===== config.mk =====
export PLATFORM = sky130hd
export DESIGN_NAME = uart_frame_tx
export DESIGN_NICKNAME = d
export VERILOG_FILES = /design/src/rtl/uart_tx_pkg.sv /design/src/rtl/uart_tx_fifo.sv /design/src/rtl/uart_tx_serializer.sv /design/src/rtl/uart_frame_tx.sv
export SDC_FILE = /design/constraint.sdc
export NUM_CORES = 1
export LEC_CHECK = 0
export ABC_CLOCK_PERIOD_IN_PS = 11700
export BUFFER_PORTS_ARGS = -buffer_cell sky130_fd_sc_hd__buf_2
export CAP_MARGIN = 20
export CORE_MARGIN = 10
export CORE_UTILIZATION = 56
export DETAILED_ROUTE_END_ITERATION = 10
export GPL_TIMING_DRIVEN = 0
export PLACE_DENSITY = 0.72
export SYNTH_ARGS = -nofsm -noshare
export SYNTH_HDL_FRONTEND = slang
export SYNTH_SLANG_ARGS = --single-unit

===== constraint.sdc =====
create_clock -name clk -period 11.7 [get_ports clk]
set_input_delay 2.34 -clock clk [delete_from_list [all_inputs] [get_ports clk]]
set_output_delay 2.34 -clock clk [all_outputs]
set_load 0.02 [all_outputs]

===== src/rtl/uart_tx_pkg.sv =====
package uart_tx_pkg;

    localparam int unsigned TX_DATA_W = 8;

    typedef enum logic [1:0] {
        WL_5 = 2'd0,
        WL_6 = 2'd1,
        WL_7 = 2'd2,
        WL_8 = 2'd3
    } word_len_e;

    typedef enum logic [1:0] {
        SB_ONE      = 2'd0,
        SB_ONE_HALF = 2'd1,
        SB_TWO      = 2'd2,
        SB_TWO_ALT  = 2'd3
    } stop_len_e;

    typedef enum logic [2:0] {
        TX_IDLE,
        TX_START,
        TX_DATA,
        TX_PARITY,
        TX_STOP
    } tx_phase_e;

    typedef struct packed {
        word_len_e wlen;
        logic      par_en;
        logic      par_odd;
        stop_len_e stop;
    } frame_cfg_t;

    function automatic logic [3:0] data_bits(input word_len_e wl);
        case (wl)
            WL_5:    return 4'd5;
            WL_6:    return 4'd6;
            WL_7:    return 4'd7;
            default: return 4'd8;
        endcase
    endfunction

    function automatic logic [TX_DATA_W-1:0] mask_word(
        input logic [TX_DATA_W-1:0] d,
        input word_len_e            wl
    );
        logic [TX_DATA_W-1:0] m;
        m = '1;
        m = m >> (TX_DATA_W - int'(data_bits(wl)));
        return d & m;
    endfunction

    function automatic logic parity_of(input logic [TX_DATA_W-1:0] d, input logic odd);
        return (^d) ^ odd;
    endfunction

    function automatic int stop_ticks(input stop_len_e s, input int os);
        case (s)
            SB_ONE:      return os;
            SB_ONE_HALF: return os + os / 2;
            default:     return 2 * os;
        endcase
    endfunction

endpackage


===== src/rtl/uart_tx_fifo.sv =====
module uart_tx_fifo #(
    parameter int DEPTH = 64,
    parameter int WIDTH = 8
) (
    input  logic             clk,
    input  logic             rst,
    input  logic             wr_en,
    input  logic [WIDTH-1:0] wr_data,
    input  logic             rd_en,
    output logic [WIDTH-1:0] rd_data,
    output logic             full,
    output logic             empty
);
    localparam int AW = (DEPTH > 1) ? $clog2(DEPTH) : 1;
    localparam int CW = $clog2(DEPTH + 1);
    localparam logic [AW-1:0] PTR_LAST = AW'(DEPTH - 1);

    logic [WIDTH-1:0] mem [DEPTH];
    logic [AW-1:0]    wr_ptr;
    logic [AW-1:0]    rd_ptr;
    logic [CW-1:0]    count;
    logic             push;
    logic             pop;

    assign full    = (count == CW'(DEPTH));
    assign empty   = (count == '0);
    assign push    = wr_en && !full;
    assign pop     = rd_en && !empty;
    assign rd_data = mem[rd_ptr];

    always_ff @(posedge clk) begin
        if (push) begin
            mem[wr_ptr] <= wr_data;
        end
    end

    always_ff @(posedge clk) begin
        if (rst) begin
            wr_ptr <= '0;
            rd_ptr <= '0;
            count  <= '0;
        end else begin
            if (push) begin
                wr_ptr <= (wr_ptr == PTR_LAST) ? '0 : wr_ptr + AW'(1);
            end
            if (pop) begin
                rd_ptr <= (rd_ptr == PTR_LAST) ? '0 : rd_ptr + AW'(1);
            end
            case ({push, pop})
                2'b10:   count <= count + CW'(1);
                2'b01:   count <= count - CW'(1);
                default: count <= count;
            endcase
        end
    end

    AST_NO_POP_WHEN_EMPTY: assert property (@(posedge clk) disable iff (rst)
        rd_en |-> !empty);
    AST_FULL_WRITE_DROPPED: assert property (@(posedge clk) disable iff (rst)
        (full && wr_en && !rd_en) |=> full);
    AST_CONCURRENT_KEEPS_LEVEL: assert property (@(posedge clk) disable iff (rst)
        (wr_en && rd_en && !full && !empty) |=> $stable(count));

endmodule


===== src/rtl/uart_tx_serializer.sv =====
module uart_tx_serializer
    import uart_tx_pkg::*;
#(
    parameter int OVERSAMPLE = 16
) (
    input  logic                 clk,
    input  logic                 rst,
    input  logic                 tick,
    input  frame_cfg_t           cfg_live,
    input  logic                 fifo_empty,
    input  logic [TX_DATA_W-1:0] fifo_data,
    output logic                 pop,
    output logic                 txd,
    output logic                 busy
);
    localparam int STOP_MAX = 2 * OVERSAMPLE;
    localparam int CNT_W    = $clog2(STOP_MAX);
    localparam int IDX_W    = $clog2(TX_DATA_W);
    localparam logic [CNT_W-1:0] BIT_LAST = CNT_W'(OVERSAMPLE - 1);

    tx_phase_e            phase;
    frame_cfg_t           cfg_q;
    logic [CNT_W-1:0]     cnt;
    logic [IDX_W-1:0]     bit_idx;
    logic [TX_DATA_W-1:0] shreg;
    logic                 par_q;
    logic                 txd_q;
    logic [CNT_W-1:0]     stop_last;
    logic [IDX_W-1:0]     idx_last;
    logic                 stop_done;
    logic [TX_DATA_W-1:0] load_word;

    assign stop_last = CNT_W'(stop_ticks(cfg_q.stop, OVERSAMPLE) - 1);
    assign idx_last  = IDX_W'(data_bits(cfg_q.wlen) - 4'd1);
    assign stop_done = (phase == TX_STOP) && (cnt == stop_last);
    assign pop       = tick && !fifo_empty && ((phase == TX_IDLE) || stop_done);
    assign load_word = mask_word(fifo_data, cfg_live.wlen);
    assign txd       = txd_q;
    assign busy      = (phase != TX_IDLE);

    always_ff @(posedge clk) begin
        if (rst) begin
            phase   <= TX_IDLE;
            cfg_q   <= '0;
            cnt     <= '0;
            bit_idx <= '0;
            shreg   <= '0;
            par_q   <= 1'b0;
            txd_q   <= 1'b1;
        end else if (pop) begin
            phase   <= TX_START;
            cfg_q   <= cfg_live;
            cnt     <= '0;
            bit_idx <= '0;
            shreg   <= load_word;
            par_q   <= parity_of(load_word, cfg_live.par_odd);
            txd_q   <= 1'b0;
        end else if (tick) begin
            case (phase)
                TX_IDLE: begin
                    txd_q <= 1'b1;
                end
                TX_START: begin
                    if (cnt == BIT_LAST) begin
                        cnt     <= '0;
                        phase   <= TX_DATA;
                        bit_idx <= '0;
                        txd_q   <= shreg[0];
                        shreg   <= shreg >> 1;
                    end else begin
                        cnt <= cnt + CNT_W'(1);
                    end
                end
                TX_DATA: begin
                    if (cnt == BIT_LAST) begin
                        cnt <= '0;
                        if (bit_idx == idx_last) begin
                            if (cfg_q.par_en) begin
                                phase <= TX_PARITY;
                                txd_q <= par_q;
                            end else begin
                                phase <= TX_STOP;
                                txd_q <= 1'b1;
                            end
                        end else begin
                            bit_idx <= bit_idx + IDX_W'(1);
                            txd_q   <= shreg[0];
                            shreg   <= shreg >> 1;
                        end
                    end else begin
                        cnt <= cnt + CNT_W'(1);
                    end
                end
                TX_PARITY: begin
                    if (cnt == BIT_LAST) begin
                        cnt   <= '0;
                        phase <= TX_STOP;
                        txd_q <= 1'b1;
                    end else begin
                        cnt <= cnt + CNT_W'(1);
                    end
                end
                TX_STOP: begin
                    if (cnt == stop_last) begin
                        cnt   <= '0;
                        phase <= TX_IDLE;
                        txd_q <= 1'b1;
                    end else begin
                        cnt <= cnt + CNT_W'(1);
                    end
                end
                default: begin
                    phase <= TX_IDLE;
                    txd_q <= 1'b1;
                end
            endcase
        end
    end

    AST_IDLE_LINE_HIGH: assert property (@(posedge clk) disable iff (rst)
        (phase == TX_IDLE) |-> txd_q);
    AST_START_LINE_LOW: assert property (@(posedge clk) disable iff (rst)
        (phase == TX_START) |-> !txd_q);
    AST_STOP_LINE_HIGH: assert property (@(posedge clk) disable iff (rst)
        (phase == TX_STOP) |-> txd_q);
    AST_LINE_MOVES_ON_TICK: assert property (@(posedge clk) disable iff (rst)
        !tick |=> $stable(txd_q));
    AST_START_AFTER_POP: assert property (@(posedge clk) disable iff (rst)
        pop |=> (phase == TX_START) && (cnt == '0));

endmodule


===== src/rtl/uart_frame_tx.sv =====
module uart_frame_tx
    import uart_tx_pkg::*;
#(
    parameter int FIFO_DEPTH = 64,
    parameter int OVERSAMPLE = 16
) (
    input  logic                 clk,
    input  logic                 rst,
    input  logic                 wr_valid,
    input  logic [TX_DATA_W-1:0] wr_byte,
    output logic                 fifo_full,
    input  logic [1:0]           cfg_word_len,
    input  logic                 cfg_parity_en,
    input  logic                 cfg_parity_odd,
    input  logic [1:0]           cfg_stop_len,
    input  logic                 baud_tick,
    output logic                 txd,
    output logic                 tx_busy,
    output logic                 fifo_empty
);
    frame_cfg_t           cfg_live;
    logic [TX_DATA_W-1:0] head_byte;
    logic                 pop;

    assign cfg_live = '{
        wlen:    word_len_e'(cfg_word_len),
        par_en:  cfg_parity_en,
        par_odd: cfg_parity_odd,
        stop:    stop_len_e'(cfg_stop_len)
    };

    uart_tx_fifo #(
        .DEPTH (FIFO_DEPTH),
        .WIDTH (TX_DATA_W)
    ) u_fifo (
        .clk     (clk),
        .rst     (rst),
        .wr_en   (wr_valid),
        .wr_data (wr_byte),
        .rd_en   (pop),
        .rd_data (head_byte),
        .full    (fifo_full),
        .empty   (fifo_empty)
    );

    uart_tx_serializer #(
        .OVERSAMPLE (OVERSAMPLE)
    ) u_ser (
        .clk        (clk),
        .rst        (rst),
        .tick       (baud_tick),
        .cfg_live   (cfg_live),
        .fifo_empty (fifo_empty),
        .fifo_data  (head_byte),
        .pop        (pop),
        .txd        (txd),
        .busy       (tx_busy)
    );

    AST_BUSY_WHEN_LOW: assert property (@(posedge clk) disable iff (rst)
        !txd |-> tx_busy);

endmodule


==> flow_summary.json, run 1 <==
{
  "slowest_stage": "a211oi_1",
  "rsz0062_at_grt": "false",
  "synth_warnings": 0,
  "root_buffer": "clkbuf_16",
  "clk_latency_ns": 0.61,
  "ys_seq_elements": 563,
  "grt_max_degree": 65,
  "p_leak_nw": 7.98,
  "area_delta_synth_final_pct": 12.1,
  "max_stage_delay_ns": 0.88,
  "critPathArrivalTime_ns": 6.72,
  "syn-cell-area_um2": 22600,
  "diodes": 0,
  "power_per_cell_area_nw_per_um2": 205,
  "num-fill-cells": 2751,
  "cts_buffers": 55,
  "hold_violations": 0,
  "synth-simple-area-share": 0.0553,
  "synth_xor_area_frac": 0.00951,
  "viasPerCell": 6.66,
  "muxShareOfSynthArea": 0.151,
  "antenna_found_initial": 2,
  "postLayoutCellArea_um2": 25400,
  "end_kind": "register",
  "syn-instance-count": 1234,
  "die_y_um": 221,
  "ys_types": 61,
  "synth_fa_ha_area_frac": 0.00664,
  "cts_buffer_depth": 3,
  "finalPower_mw": 5.20,
  "cts_tree": "done",
  "ys_seq_area_frac": 0.725,
  "first_pass_iters": 6,
  "syn_nets": 1264,
  "synth_commonest_cells": "edfxtp_1, mux4_2, nor2_1",
  "cp.required_ns": 12.22,
  "async_flop_share": 0,
  "hold_class": "register to register",
  "synth_area_per_cell_um2": 18.3,
  "placed_area_um2": 23400,
  "route.vias.total": 12600,
  "antenna_left": 0,
  "worst_pin_slew_ns": 1.11,
  "skew_ns": 0.0182,
  "dieArea_um2": 48800,
  "core_area_um2": 39800,
  "io_buffers": 20,
  "drt_iter0_markers": 1883,
  "htree_num_levels": 2,
  "critPathKind": "primary input to register",
  "final_max_slew_viol_count": 0,
  "synth_top_area_share": 0.680,
  "hpwl_um": 36800,
  "setup_violations": 0,
  "final_cells": 1890,
  "status": "finished clean",
  "initial_core_util": 0.568,
  "synth_top_cell_by_area": "edfxtp_1",
  "path_clk_slew_ns": 0.06,
  "ir_drop_mv": 0.129,
  "synth_area_leaders": "edfxtp_1, mux4_2, dfxtp_1",
  "wl_per_cell_um": 31.0,
  "fin_tns_setup_ns": 0,
  "die_w_um": 221,
  "final_nets": 1350,
  "synth_top_family_by_area": "multiplexers",
  "synth_compound_area_frac": 0.0338,
  "grt_pass1_vias": 12200,
  "clock_sinks": 563,
  "grt_pass1_wl_um": 85000,
  "relSlewSlack": 0.257,
  "overflow": 0,
  "dp_cells": 1781,
  "critical_path.startpoint_type": "primary input",
  "cts-hold-fix-buffers": 0,
  "drc": 0,
  "gp_congestion": 0.956,
  "track_usage": 0.236,
  "cp_cell_sequence": "buf_2, nand2_1, a211oi_1, clkbuf_1, ha_1, buf_1, xor2_1, ha_1, a21o_1, nand2_1, o21ai_0, a222oi_1, o21ai_0, a222oi_1, o21ai_0, a21oi_1",
  "cts_resized": 0,
  "synth_edf_count": 512,
  "drv_cap": 0,
  "wl_um": 58700,
  "num_io_pins": 22,
  "drive_above_1_share": 0.210,
  "fin_crit_ns": 6.19,
  "row_count": 73,
  "cp_common_cell": "o21ai_0",
  "postCtsSetupBuffers": 0,
  "cp_max_fo": 11,
  "fmaxAchievable_ghz": 0.161,
  "fin_crit_sh": 0.529,
  "yosysMostFrequentCell": "edfxtp_1",
  "synthFlopType": "edfxtp_1"
}
[where the power goes]
group          switching, mW  internal [mW]  total, mW
clock                  0.742           1.04       1.78
combinational          0.666          0.473       1.14
sequential            0.0399           2.24       2.28
[worst paths after layout]
path             startpoint               to  slack [ns]  cells past startpoint
max               baud_tick  u_fifo.count[6]        5.51                     16
min            u_ser.cnt[0]     u_ser.cnt[0]        0.51                      1
max reg2reg  u_ser.phase[0]  u_fifo.count[6]        6.58                     16
min reg2reg    u_ser.cnt[0]     u_ser.cnt[0]        0.51                      1
[sequential cells by signal, summed over array words and instances, names as in the netlist, named ones only]
| name | flops |
|---|---|
| u_ser.par_q | 1 |
| u_ser.shreg | 8 |
| u_ser.txd | 1 |
| u_fifo.rd_ptr | 6 |
| u_fifo.wr_ptr | 6 |
| u_ser.cfg_q | 5 |
| u_ser.bit_idx | 3 |
| u_ser.cnt | 5 |
| u_ser.phase | 3 |
| u_fifo.count | 7 |
| u_fifo.mem | 512 |
[final cells by class]
class,count,area (µm²),area share
timing repair buffer,29,268,0.0106
sequential,563,16400,0.647
tap,525,657,0.0259
clock buffer,72,1540,0.0609
clock inverter,30,269,0.0106
buffer,68,385,0.0152
multi-input combinational,591,5790,0.228
inverter,12,45.0,0.00178
[layer usage]
layer	routed length [µm]	vias up	global-route usage
met1	22800	6489	0.322
li1	-	5146	-
met3	6640	123	0.0624
met2	27400	816	0.363
met4	1870	4	0.0854
met5	30	-	0
[cells by family after synthesis]
group | Yosys count
xor gates and xnor gates | 23
buffers and inverters | 80
and+or+nand+nor | 267
AOI/OAI and AO/OA | 117
muxes | 172
DFF | 563
adders and majority gates | 12
[metrics by stage]
step	hold slack, ns	util	worst slack, ns
after floorplan	0.466	-	6.09
after global placement	0.484	0.587	5.08
after detailed placement	0.501	0.588	4.97
after CTS	0.510	0.633	5.53
after global routing	0.546	0.637	5.13
final	0.511	0.637	5.51
[critical path: cells and delay by family]
| family | cells | cell delay, ns |
|---|---|---|
| compound gates | 8 | 2.38 |
| buf+inv | 3 | 1.13 |
| fa+ha+maj | 2 | 0.58 |
| simple gates | 2 | 0.15 |
| xor+xnor | 1 | 0.13 |
[cells in the final DEF, fill, tap and decap left out, types with 28 or more instances in the layout]
| master | synthesis | routed |
|---|---|---|
| nand2_1 | 41 | 41 |
| clkbuf_1 | 29 | 39 |
| edfxtp_1 | 512 | 512 |
| mux4_2 | 135 | 135 |
| a21oi_1 | 29 | 29 |
| clkbuf_16 | 0 | 58 |
| nor2_1 | 120 | 120 |
| mux2i_1 | 35 | 35 |
| dfxtp_1 | 51 | 51 |
| nand3_1 | 28 | 28 |
| buf_2 | 11 | 31 |
(Power assumes the default switching activity.)
==> run 2, diff against run 1 <==
--- a/config.mk
+++ b/config.mk
@@ -5,14 +5,14 @@
 export SDC_FILE = /design/constraint.sdc
 export NUM_CORES = 1
 export LEC_CHECK = 0
-export ABC_CLOCK_PERIOD_IN_PS = 11700
+export ABC_CLOCK_PERIOD_IN_PS = 5500
 export BUFFER_PORTS_ARGS = -buffer_cell sky130_fd_sc_hd__buf_2
 export CAP_MARGIN = 20
 export CORE_MARGIN = 10
 export CORE_UTILIZATION = 56
 export DETAILED_ROUTE_END_ITERATION = 10
 export GPL_TIMING_DRIVEN = 0
-export PLACE_DENSITY = 0.72
+export PLACE_DENSITY = 0.75
 export SYNTH_ARGS = -nofsm -noshare
 export SYNTH_HDL_FRONTEND = slang
 export SYNTH_SLANG_ARGS = --single-unit
==> constraint.sdc (replaced) <==
create_clock -name clk -period 5.5 [get_ports clk]
set_input_delay 1.1 -clock clk [delete_from_list [all_inputs] [get_ports clk]]
set_output_delay 1.1 -clock clk [all_outputs]
set_load 0.02 [all_outputs]
==> run 2 against run 1 <==
Against the previous run: clock skew increased by 0.0021 ns; sequential power up 110%; global-route usage is 0.33 points lower; core utilization shrank 0.082 points; combinational power grew 110%.
==> flow_summary.json, run 2 (synthesis results as in run 1) <==
{
  "hold_violations": 0,
  "end_kind": "register",
  "critPathKind": "register to register",
  "drc": 0,
  "gp_congestion": 0.949,
  "overflow": 0,
  "slowest_stage": "clkbuf_1",
  "dieArea_um2": 48800,
  "cts_buffers": 55,
  "grt_pass1_vias": 12100,
  "hpwl_um": 36800,
  "status": "finished clean",
  "final_nets": 1351,
  "initial_core_util": 0.568,
  "top_register": "u_fifo.mem",
  "max_stage_delay_ns": 0.50,
  "wl_um": 58500,
  "p_int_mw": 7.91,
  "viasPerCell": 6.70,
  "drive_above_1_share": 0.210,
  "diodes": 0,
  "reg_top3": "u_fifo.mem: 512 flops, u_ser.shreg: 8 flops, u_fifo.count: 7 flops",
  "grt_max_degree": 65,
  "io_buffers": 20,
  "grt_pass1_wl_um": 83800,
  "htree_num_levels": 2,
  "fin_util": 0.636,
  "rsz0062_at_grt": "false",
  "hold_class": "register to register",
  "route.vias.total": 12700,
  "postCtsSetupBuffers": 0,
  "die_y_um": 221,
  "crit_family": "compound AO/OA/AOI/OAI gates",
  "power_frac_comb": 0.220,
  "final_cells": 1890,
  "relSlewSlack": 0.254,
  "path_clk_slew_ns": 0.06,
  "worst-path-buf-inv": 3,
  "clock_sinks": 563,
  "drt_iter0_markers": 1860,
  "switchingPower_mw": 3.09,
  "cp_max_fo": 11,
  "fin_crit_ns": 4.68,
  "power_per_cell_area_nw_per_um2": 434,
  "cp_cell_sequence": "nor4b_1, o211ai_1, a211oi_1, buf_2, clkbuf_1, ha_1, buf_1, xor2_1, ha_1, a21o_1, nand2_1, o21ai_0, a222oi_1, o21ai_0, a222oi_1, or3_1, a21oi_1",
  "skew_ns": 0.0202,
  "dp_cells": 1782,
  "core_area_um2": 39800,
  "p_leak_nw": 7.96,
  "first_pass_iters": 6,
  "rrSetupSlack_ns": 0.82,
  "critical_path.startpoint_type": "register",
  "cts_buffer_depth": 3,
  "antenna_found_initial": 0,
  "p_clk_frac": 0.339,
  "finalPower_mw": 11.0,
  "cp.required_ns": 5.96,
  "seq_power_share": 0.441,
  "drv_cap": 0,
  "antenna_left": 0,
  "fin_tns_setup_ns": 0,
  "track_usage": 0.233,
  "mostFrequentLayoutCell": "edfxtp_1",
  "row_count": 73,
  "ir_drop_mv": 0.406,
  "area_delta_synth_final_pct": 12.0,
  "worst_pin_slew_ns": 1.11,
  "cts-hold-fix-buffers": 0,
  "fin_crit_sh": 0.851,
  "cts_tree": "done",
  "clk_latency_ns": 0.61,
  "cts_resized": 0,
  "final_max_slew_viol_count": 0,
  "fmaxAchievable_ghz": 0.214,
  "largest_reg_flops": 512,
  "critPathArrivalTime_ns": 5.14,
  "num_io_pins": 22,
  "swShare": 0.281,
  "final_cell_mix": "edfxtp_1, mux4_2, nor2_1",
  "wl_per_cell_um": 31.0,
  "root_buffer": "clkbuf_16",
  "die_w_um": 221,
  "setup_violations": 0
}
## run 2: stage by stage
step	instance area (µm²)	hold WS (ns)	setup slack, ns
final	25300	0.509	0.819
after global routing	25300	0.527	0.462
after CTS	25200	0.507	0.286
after detailed placement	23400	0.495	-0.0358
after global placement	23400	0.484	0.168
after floorplan	22600	0.466	1.13
## run 2: layout make-up
cell class / instances / area, µm²
fill: 2707 / 14500
buffer: 68 / 385
clock buffer: 71 / 1520
clock inverter: 30 / 259
timing repair buffer: 30 / 273
tap: 525 / 657
multi-input combinational: 591 / 5790
sequential: 563 / 16400
inverter: 12 / 45.0
## run 2: power groups by stage
stage / Clock, mW / Sequential (mW) / Combinational [mW]
finish: 3.73 / 4.86 / 2.42
global route: 3.92 / 4.87 / 2.54
CTS: 3.75 / 4.86 / 2.39
detailed placement: 0 / 4.95 / 2.38
global placement: 0 / 4.94 / 2.34
floorplan: 0 / 4.92 / 1.60
## run 2: worst paths after layout
kind	cells past startpoint	start	end
worst max register to register	17	u_ser.cnt[3]	u_fifo.count[6]
worst min register to register	1	u_ser.cnt[0]	u_ser.cnt[0]
worst max-delay path	17	u_ser.cnt[3]	u_fifo.count[6]
worst min-delay path	1	u_ser.cnt[0]	u_ser.cnt[0]
## run 2: metal layers
layer  GRT usage  wire length (µm)  up-vias
met5           0                 0        -
met4      0.0845              2140        0
met3      0.0589              6900      142
met2       0.354             26900      870
met1       0.323             22500     6494
li1            -                 -     5148
